## config.mk

```make
export PLATFORM = sky130hd
export DESIGN_NAME = sha256_mem_engine
export DESIGN_NICKNAME = d
export VERILOG_FILES = /design/src/rtl/sha256_eng_pkg.sv /design/src/rtl/sha256_eng_round.sv /design/src/rtl/sha256_eng_sched.sv /design/src/rtl/sha256_mem_engine.sv
export SDC_FILE = /design/constraint.sdc
export NUM_CORES = 2
export LEC_CHECK = 0
export BUFFER_PORTS_ARGS = -buffer_cell sky130_fd_sc_hd__buf_2
export CORE_MARGIN = 2
export CORE_UTILIZATION = 50
export DETAILED_ROUTE_END_ITERATION = 8
export HOLD_SLACK_MARGIN = 0.15
export PLACE_DENSITY = 0.62
export SYNTH_ARGS = -nofsm -noshare
export SYNTH_HDL_FRONTEND = slang
export SYNTH_SLANG_ARGS = --single-unit
export TNS_END_PERCENT = 10
```

## constraint.sdc

```tcl
create_clock -name clk_i -period 11.05 [get_ports clk_i]
set_input_delay 2.21 -clock clk_i [delete_from_list [all_inputs] [get_ports clk_i]]
set_output_delay 2.21 -clock clk_i [all_outputs]
set_load 0.03 [all_outputs]
```

## src/rtl/sha256_eng_pkg.sv

```systemverilog
`timescale 1ns/1ps
package sha256_eng_pkg;
  typedef logic [31:0] word_t;
  typedef logic [7:0][31:0] state_t; // [0]=a .. [7]=h

  localparam state_t IV = {32'h5be0cd19, 32'h1f83d9ab, 32'h9b05688c, 32'h510e527f,
                           32'ha54ff53a, 32'h3c6ef372, 32'hbb67ae85, 32'h6a09e667};

  function automatic word_t rotr(word_t x, int n);
    return (x >> n) | (x << (32 - n));
  endfunction

  function automatic word_t big_s0(word_t x);
    return rotr(x, 2) ^ rotr(x, 13) ^ rotr(x, 22);
  endfunction

  function automatic word_t big_s1(word_t x);
    return rotr(x, 6) ^ rotr(x, 11) ^ rotr(x, 25);
  endfunction

  function automatic word_t sml_s0(word_t x);
    return rotr(x, 7) ^ rotr(x, 18) ^ (x >> 3);
  endfunction

  function automatic word_t sml_s1(word_t x);
    return rotr(x, 17) ^ rotr(x, 19) ^ (x >> 10);
  endfunction

  function automatic word_t round_k(logic [5:0] i);
    case (i)
      6'd0:  return 32'h428a2f98; 6'd1:  return 32'h71374491; 6'd2:  return 32'hb5c0fbcf; 6'd3:  return 32'he9b5dba5;
      6'd4:  return 32'h3956c25b; 6'd5:  return 32'h59f111f1; 6'd6:  return 32'h923f82a4; 6'd7:  return 32'hab1c5ed5;
      6'd8:  return 32'hd807aa98; 6'd9:  return 32'h12835b01; 6'd10: return 32'h243185be; 6'd11: return 32'h550c7dc3;
      6'd12: return 32'h72be5d74; 6'd13: return 32'h80deb1fe; 6'd14: return 32'h9bdc06a7; 6'd15: return 32'hc19bf174;
      6'd16: return 32'he49b69c1; 6'd17: return 32'hefbe4786; 6'd18: return 32'h0fc19dc6; 6'd19: return 32'h240ca1cc;
      6'd20: return 32'h2de92c6f; 6'd21: return 32'h4a7484aa; 6'd22: return 32'h5cb0a9dc; 6'd23: return 32'h76f988da;
      6'd24: return 32'h983e5152; 6'd25: return 32'ha831c66d; 6'd26: return 32'hb00327c8; 6'd27: return 32'hbf597fc7;
      6'd28: return 32'hc6e00bf3; 6'd29: return 32'hd5a79147; 6'd30: return 32'h06ca6351; 6'd31: return 32'h14292967;
      6'd32: return 32'h27b70a85; 6'd33: return 32'h2e1b2138; 6'd34: return 32'h4d2c6dfc; 6'd35: return 32'h53380d13;
      6'd36: return 32'h650a7354; 6'd37: return 32'h766a0abb; 6'd38: return 32'h81c2c92e; 6'd39: return 32'h92722c85;
      6'd40: return 32'ha2bfe8a1; 6'd41: return 32'ha81a664b; 6'd42: return 32'hc24b8b70; 6'd43: return 32'hc76c51a3;
      6'd44: return 32'hd192e819; 6'd45: return 32'hd6990624; 6'd46: return 32'hf40e3585; 6'd47: return 32'h106aa070;
      6'd48: return 32'h19a4c116; 6'd49: return 32'h1e376c08; 6'd50: return 32'h2748774c; 6'd51: return 32'h34b0bcb5;
      6'd52: return 32'h391c0cb3; 6'd53: return 32'h4ed8aa4a; 6'd54: return 32'h5b9cca4f; 6'd55: return 32'h682e6ff3;
      6'd56: return 32'h748f82ee; 6'd57: return 32'h78a5636f; 6'd58: return 32'h84c87814; 6'd59: return 32'h8cc70208;
      6'd60: return 32'h90befffa; 6'd61: return 32'ha4506ceb; 6'd62: return 32'hbef9a3f7; default: return 32'hc67178f2;
    endcase
  endfunction
endpackage

```

## src/rtl/sha256_eng_round.sv

```systemverilog
`timescale 1ns/1ps
module sha256_eng_round
  import sha256_eng_pkg::*;
(
  input  state_t st_i,
  input  word_t  k_i,
  input  word_t  w_i,
  output state_t st_o
);
  word_t t1, t2, ch, mj;

  always_comb begin
    ch = (st_i[4] & st_i[5]) ^ (~st_i[4] & st_i[6]);
    mj = (st_i[0] & st_i[1]) ^ (st_i[0] & st_i[2]) ^ (st_i[1] & st_i[2]);
    t1 = st_i[7] + big_s1(st_i[4]) + ch + k_i + w_i;
    t2 = big_s0(st_i[0]) + mj;
    st_o[0] = t1 + t2;
    st_o[1] = st_i[0];
    st_o[2] = st_i[1];
    st_o[3] = st_i[2];
    st_o[4] = st_i[3] + t1;
    st_o[5] = st_i[4];
    st_o[6] = st_i[5];
    st_o[7] = st_i[6];
  end
endmodule

```

## src/rtl/sha256_eng_sched.sv

```systemverilog
`timescale 1ns/1ps
module sha256_eng_sched
  import sha256_eng_pkg::*;
(
  input  logic  clk_i,
  input  logic  rst_ni,
  input  logic  load_i,   // shift in word_i
  input  logic  shift_i,  // shift in expanded word
  input  word_t word_i,
  output word_t w_o
);
  localparam int WIN = 16;

  word_t win_q [WIN];
  word_t nxt;

  assign nxt = load_i ? word_i
                      : win_q[0] + sml_s0(win_q[1]) + win_q[9] + sml_s1(win_q[14]);
  assign w_o = win_q[0];

  for (genvar i = 0; i < WIN; i++) begin : g_win
    always_ff @(posedge clk_i or negedge rst_ni) begin
      if (!rst_ni)                win_q[i] <= '0;
      else if (load_i || shift_i) win_q[i] <= (i == WIN - 1) ? nxt : win_q[(i + 1) % WIN];
    end
  end


  ctl_excl_chk: assert property (@(posedge clk_i) disable iff (!rst_ni)
    $onehot0({load_i, shift_i}));
endmodule

```

## src/rtl/sha256_mem_engine.sv

```systemverilog
`timescale 1ns/1ps
module sha256_mem_engine
  import sha256_eng_pkg::*;
#(
  parameter int MSG_WORDS = 20,
  parameter int AW        = 16
) (
  input  logic          clk_i,
  input  logic          rst_ni,
  input  logic          start_i,
  input  logic [AW-1:0] msg_base_i,
  input  logic [AW-1:0] dig_base_i,
  output logic          done_o,
  output logic          mem_clk_o,
  output logic          mem_we_o,
  output logic [AW-1:0] mem_addr_o,
  output logic [31:0]   mem_wdata_o,
  input  logic [31:0]   mem_rdata_i
);
  localparam int         BLK_WORDS = 16;
  localparam int         ROUNDS    = 64;
  localparam int         DIG_WORDS = 8;
  localparam logic [5:0] MSG_W6    = 6'(MSG_WORDS);
  localparam word_t      LEN_BITS  = 32'(MSG_WORDS * 32);
  localparam logic [6:0] LD_LAST   = 7'(BLK_WORDS);
  localparam logic [6:0] RND_LAST  = 7'(ROUNDS - 1);
  localparam logic [6:0] WR_LAST   = 7'(DIG_WORDS - 1);

  typedef enum logic [2:0] {S_IDLE, S_LOAD, S_COMP, S_FOLD, S_WRITE, S_DONE} st_e;

  st_e           state_q;
  logic          blk_q, start_q;
  logic [6:0]    cnt_q;
  logic [AW-1:0] msg_base_q, dig_base_q;
  state_t        hv_q, wk_q, rnd_out, fold_sum;

  logic          start_edge, ld_shift;
  logic [4:0]    iss_idx, rx_idx, rx_off;
  word_t         ld_word, w_cur;

  assign mem_clk_o  = clk_i;
  assign start_edge = start_i && !start_q;

  // fetch index issued this cycle, and the one whose data arrives now
  assign iss_idx  = {blk_q, cnt_q[3:0]};
  assign rx_off   = 5'(cnt_q - 7'd1);
  assign rx_idx   = {blk_q, 4'b0} + {1'b0, rx_off[3:0]};
  assign ld_shift = (state_q == S_LOAD) && (cnt_q != 7'd0);

  always_comb begin
    if ({1'b0, rx_idx} < MSG_W6)      ld_word = mem_rdata_i;
    else if ({1'b0, rx_idx} == MSG_W6) ld_word = 32'h8000_0000;
    else if (rx_idx == 5'd31)          ld_word = LEN_BITS;
    else                               ld_word = '0;
  end

  sha256_eng_sched i_sched (
    .clk_i  (clk_i),
    .rst_ni (rst_ni),
    .load_i (ld_shift),
    .shift_i(state_q == S_COMP),
    .word_i (ld_word),
    .w_o    (w_cur)
  );

  sha256_eng_round i_round (
    .st_i(wk_q),
    .k_i (round_k(cnt_q[5:0])),
    .w_i (w_cur),
    .st_o(rnd_out)
  );

  always_comb
    for (int i = 0; i < 8; i++) fold_sum[i] = hv_q[i] + wk_q[i];

  always_comb begin
    mem_we_o    = (state_q == S_WRITE);
    mem_wdata_o = hv_q[cnt_q[2:0]];
    mem_addr_o  = mem_we_o ? dig_base_q + AW'(cnt_q[2:0]) : msg_base_q + AW'(iss_idx);
  end

  assign done_o = (state_q == S_DONE);

  always_ff @(posedge clk_i or negedge rst_ni) begin
    if (!rst_ni) begin
      state_q    <= S_IDLE;
      blk_q      <= 1'b0;
      start_q    <= 1'b0;
      cnt_q      <= '0;
      msg_base_q <= '0;
      dig_base_q <= '0;
      hv_q       <= '0;
      wk_q       <= '0;
    end else begin
      start_q <= start_i;
      unique case (state_q)
        S_IDLE, S_DONE: if (start_edge) begin
          msg_base_q <= msg_base_i;
          dig_base_q <= dig_base_i;
          hv_q       <= IV;
          wk_q       <= IV;
          blk_q      <= 1'b0;
          cnt_q      <= '0;
          state_q    <= S_LOAD;
        end
        S_LOAD: begin
          cnt_q <= cnt_q + 7'd1;
          if (cnt_q == LD_LAST) begin
            cnt_q   <= '0;
            state_q <= S_COMP;
          end
        end
        S_COMP: begin
          wk_q  <= rnd_out;
          cnt_q <= cnt_q + 7'd1;
          if (cnt_q == RND_LAST) begin
            cnt_q   <= '0;
            state_q <= S_FOLD;
          end
        end
        S_FOLD: begin
          hv_q    <= fold_sum;
          wk_q    <= fold_sum;
          blk_q   <= 1'b1;
          state_q <= blk_q ? S_WRITE : S_LOAD;
        end
        S_WRITE: begin
          cnt_q <= cnt_q + 7'd1;
          if (cnt_q == WR_LAST) begin
            cnt_q   <= '0;
            state_q <= S_DONE;
          end
        end
        default: state_q <= S_IDLE;
      endcase
    end
  end


  done_after_wr_chk: assert property (@(posedge clk_i) disable iff (!rst_ni)
    $rose(done_o) |-> $past(mem_we_o) && ($past(mem_addr_o) == dig_base_q + AW'(DIG_WORDS - 1)));


  wr_seq_chk: assert property (@(posedge clk_i) disable iff (!rst_ni)
    (mem_we_o && $past(mem_we_o)) |-> (mem_addr_o == AW'($past(mem_addr_o) + AW'(1))));


  held_start_chk: assert property (@(posedge clk_i) disable iff (!rst_ni)
    (done_o && start_i && $past(start_i)) |=> done_o);


  base_hold_chk: assert property (@(posedge clk_i) disable iff (!rst_ni)
    (!done_o && state_q != S_IDLE && $past(state_q) != S_IDLE && $past(state_q) != S_DONE)
      |-> ($stable(dig_base_q) && $stable(msg_base_q)));
endmodule

```

**After elaboration in Yosys (flattened, before gate mapping)**

Memories as Yosys holds them, arrays and structs flattened.
Cells that the tools add are included.

- Register bits: 1068
- Bits in latches: 0
- Bits in writable memories: 0
- Memory bits (read-only): 2048
- Output and inout bits: 51
- Word-level logic and storage cells: 143
- Memories kept: 1

Memory list:

| memory | words | bits a word | rd ports | clocked after Yosys merged registers in | write ports | line | RTL |
|---|---|---|---|---|---|---|---|
| (no name shown) | 64 | 32 | 1 | 0 | 0 | sha256_eng_pkg.sv:30 | `case (i)` |

- $add $sub $neg: 23
- $mul: 0
- Divide/modulo/power cells: 0
- Order comparisons: 2
- Equality and inequality tests: 14
- Shift-type cells: 0
- Multiplexer cells: 23
- Bitwise gates (word level): 27
- Reduce and logical (&&, ||, !) cells: 15

Operators by type and width:

| cell | count |
|---|---|
| one-hot mux 256 bit (3 select lines) | 1 |
| adder 32 bit | 18 |
| one-hot mux 256 bit (2 select lines) | 1 |
| XOR 32 bit | 9 |
| two-way mux 256 bit | 1 |
| bitwise AND 32 bit | 5 |
| two-way mux 32 bit | 4 |
| binary-select mux 32 bit (select 3 bit) | 1 |
| inverter 32 bit | 1 |
| bitwise OR 10 x 32 -> 32 bit | 1 |
| bitwise OR 13 x 32 -> 32 bit | 1 |
| bitwise OR 14 x 32 -> 32 bit | 1 |
| bitwise OR 15 x 32 -> 32 bit | 1 |
| bitwise OR 19 x 32 -> 32 bit | 1 |
| bitwise OR 21 x 32 -> 32 bit | 1 |
| bitwise OR 25 x 32 -> 32 bit | 1 |
| bitwise OR 26 x 32 -> 32 bit | 1 |
| bitwise OR 30 x 32 -> 32 bit | 1 |
| bitwise OR 7 x 32 -> 32 bit | 1 |
| XOR 32 x 22 -> 32 bit | 1 |
| XOR 32 x 29 -> 32 bit | 1 |
| two-way mux 7 bit | 4 |
| one-hot mux 7 bit (4 select lines) | 1 |
| adder 16 x 3 -> 16 bit | 1 |
| 32 further kinds | 45 |

**Longest topological paths before layout**

- Word-level depth: 9
- Mapped depth: 36
- Mapped depth without buffers: 34

**Modules after synthesis**

A second synthesis with hierarchy kept.

- Cells, all modules: 8826
- Area total of the unflattened synthesis: 75255.9 µm²

Modules (own cells, without submodules):

| module | times used | cells each | area each (µm²) | seq. area each (µm²) |
|---|---|---|---|---|
| sha256_mem_engine | 1 | 4735 | 40363.7 | 13913.3 |
| sha256_eng_sched | 1 | 2792 | 24109.4 | 12812.3 |
| sha256_eng_round | 1 | 1299 | 10782.8 | 0.0 |

==> out/summary.md <==
### Global route
- 56.26% — GR met2 Demand/Resource
- met2 — busiest layer in global routing
- 5.897% — met3 Use GR
- 0 — total congestion overflow after global routing
- 6 — number of antenna violations at the first check in global routing
- 35.49% — GRT Resource Usage Total
- 47.73% — GR Layer Usage met1
- 244 — maximum number of pins on one net before global-route repair
- 59,350 — via count of the first global-routing pass
- 389.3 mm — wire length of the first global-routing pass

### STA
- false — unrepaired setup endpoints after global routing
- 0 ns — final total negative setup slack
- 83.75% — Tcrit/Tclk final
- 0.4630 ns — Worst Hold Slack
- 0 — Final Max Tran Viols
- 0 — number of hold violations in the final report
- 1.483 ns — slew of the pin with the lowest slew margin
- 0 — endpoints failing setup
- 0.03561 ns — Setup Skew
- 0.05908% — worst slew margin relative to its limit
- 9.254 ns — final critical-path required period
- 108.1 MHz — maximum frequency from static timing analysis

### Final layout
- 7.163% — proportion of layout cells with a drive suffix above 1
- 8,850 — number of nets in the layout
- 8.828% — synthesis-to-finish area growth

### Worst hold path
- reg -> reg — classification of the worst-slack hold path

### Drt
- 0 — drt drc
- 6.038 — average via count per standard cell
- 6,166 — count of routing violations after the opening detailed-route iteration
- 261.4 mm — total wire length
- 6 — number of iterations in the first detailed-routing pass
- 61,500 — via count
- 0 — Antenna Nets Post-Route
- 25.67 microns — average wire per standard cell

### Synthesis
- dfrtp_1 — dominant cell type by area after synthesis
- 94 — Cell variety after synth
- 9,019 — net count of the mapped netlist
- 71,900 sq um — Mapped Area
- dfrtp_1 — dominant register cell in the synthesized netlist
- 8.615 sq um — average instance area after synthesis
- nand2_1 — cell with the most instances after synthesis
- dfrtp_1 37%, nand2_1 11%, ha_1 7.1%, fa_1 5.5%, xnor2_1 5.0% — leading cell types by total area after synthesis
- 8,346 — post-synthesis instance total
- 100.0% — FFs w/ async S/R, synth
- 1,068 — flip-flop and latch count after synthesis
- 37.17% — register area share after synthesis
- 2,163 x nand2_1, 1,068 x dfrtp_1, 512 x a21oi_1 — most used standard cells in the synthesized netlist
- 37.17% — post-synth top area share
- 0 — YS warnings
- 0 — number of synthesized flops with an enable pin

### Floorplan
- 139 — Std-Cell Rows
- 118 — number of primary I/O pins
- 50.23% — starting density of the core
- 143,100 sq um — core area
- 383.2 microns — Chip Height
- 383.2 microns — horizontal die dimension
- 146,900 sq um — die outline area

### Power
- 303.7 nW/um^2 — areal power density over the cells
- 0.03728 uW — static leakage power
- 0.4182 mV — Peak VDD IR

### Clocking
- 0 — post-CTS setup-driven buffer insertion count
- 0.89 ns — insertion delay of the later-clocked pin in the worst-skew pair
- 0 — number of resized instances in the post-cts repair step
- 0.07 ns — clock-pin slew on the worst setup and hold paths
- built — TritonCTS clock tree
- 0 — hold buffer count at CTS

### Worst setup path
- flop — Worst setup SP type
- ha_1 — Critical Path Slowest Stage Cell
- 11.80 ns — data required time of the critical path
- flop — critical path capture point type
- 0.67 ns — maximum single-stage delay on the critical path
- 24 — worst-path maximum fanout
- 10.00 ns — data arrival time of the worst path
- reg -> reg — Crit Path Class

### Placement
- 191.2 mm — post-DP HPWL
- 117 — IO Port Bufs
- 0.9865 — Placer Congestion

### Outcome
- max-capacitance violations — violations in the final reports
- complete, but fails checks — result of the run

### Flow run
- 1 — Max-cap violations

-- per-layer routing --
| metal | wire length [microns] | share of wire [%] | up-vias |
|---|---|---|---|
| met4 | 13530 | 5.2 | 4 |
| met5 | 26 | 0.0099 | - |
| li1 | - | - | 28100 |
| met1 | 108200 | 41 | 30330 |
| met3 | 20260 | 7.8 | 524 |
| met2 | 119400 | 46 | 2532 |
-- power breakdown --
| group | total [uW] | switching (uW) | internal (uW) |
|---|---|---|---|
| combinational | 14100 | 8800 | 5330 |
| clock | 4390 | 1810 | 2580 |
| sequential | 5250 | 664 | 4580 |
-- layout by cell type (no fill, tap or decap), types with 31 or more instances in the layout --
cell type  Yosys  routed
nand4_1       31      31
o21a_1        50      50
clkbuf_16      0     123
dfrtp_1     1068    1061
a211oi_1      65      65
fa_1         197     197
mux4_2        69      69
o211ai_1      47      47
a21o_1       239     239
and3_1        36      36
nand2_1     2163    2158
nor2b_1       42      41
ha_1         409     409
inv_1        336     335
xor2_1       189     189
o21bai_1      42      42
buf_4          1      83
a22oi_1       68      68
nor2_1       461     455
o22ai_1       40      40
xnor2_1      414     414
nand3_1      103     103
nor3_1       156     155
a31oi_1       56      56
o21ai_0      504     504
nand2b_1      45      44
a221o_1       32      32
buf_2          4     116
mux2i_1       41      41
a21oi_1      512     512
-- cell families (layout without fill, tap and decap cells) --
family          count (synthesis)  count (layout)  synth area share [%]
xor+xnor                      603             603                 7.345
buf+inv                       840             773                 4.397
other cells                     0               2                     0
compound gates               1925            1925                 17.08
fa+ha+maj                     626             626                 12.88
mux                           140             140                 3.202
flops                        1068            1068                 37.17
simple gates                 3144            3144                 17.92
-- state kept, by name, summed over array words and instances, names as in the netlist --
register / flops
msg_base_q: 16
i_sched.w_o: 32
start_q: 1
blk_q: 1
state_q: 3
hv_q: 256
i_sched.win_q: 480
cnt_q: 7
dig_base_q: 16
wk_q: 256
-- stage by stage --
| stage | area (sq um) | instances | worst slack (ns) | total power, uW | util, % |
|---|---|---|---|---|---|
| after floorplan | 71900 | 8346 | 3.170 | 15160 | - |
| after global placement | 73920 | 9956 | 1.881 | 19100 | 51.64 |
| after detailed placement | 73920 | 9956 | 1.852 | 19170 | 51.64 |
| after CTS | 78240 | 10180 | 1.814 | 23630 | 54.66 |
| after global routing | 78240 | 10180 | 1.289 | 25370 | 54.66 |
| final | 78250 | 10180 | 1.796 | 23760 | 54.67 |
-- final timing paths --
check	startpoint	end	slack [ns]	cells after the start
worst min-delay path	i_sched.win_q[327]$_DFFE_PN0P_	i_sched.win_q[327]$_DFFE_PN0P_	0.46	2
worst min register to register	i_sched.win_q[327]$_DFFE_PN0P_	i_sched.win_q[327]$_DFFE_PN0P_	0.46	2
min in group asynchronous	rst_ni	i_sched.win_q[322]$_DFFE_PN0P_	1.41	1
worst max-delay path	cnt_q[0]$_DFFE_PN0P_	wk_q[31]$_DFFE_PN0P_	1.80	31
worst max register to register	cnt_q[0]$_DFFE_PN0P_	wk_q[31]$_DFFE_PN0P_	1.80	31
max in group asynchronous	rst_ni	i_sched.win_q[308]$_DFFE_PN0P_	7.24	3
-- layout make-up --
class | instances | area [sq um]
fill | 13280 | 64890
multi-input combinational | 6438 | 42130
sequential | 1068 | 26740
clock buffer | 170 | 3486
tap | 1903 | 2381
timing repair buffer | 208 | 1394
inverter | 338 | 1269
clock inverter | 57 | 840.8
antenna | 2 | 5.005
-- worst max-delay path, delay by kind of cell, from the launching register on --
kind	cells	cell delay, ns
AO/OA/AOI/OAI	13	3.29
XOR/XNOR	3	0.53
adder cells (fa/ha/maj)	6	2.80
buffers and inverters	3	0.83
flip-flops	1	0.66
AND/OR/NAND/NOR	6	0.99
No activity file was read; power rests on OpenSTA's default activity.
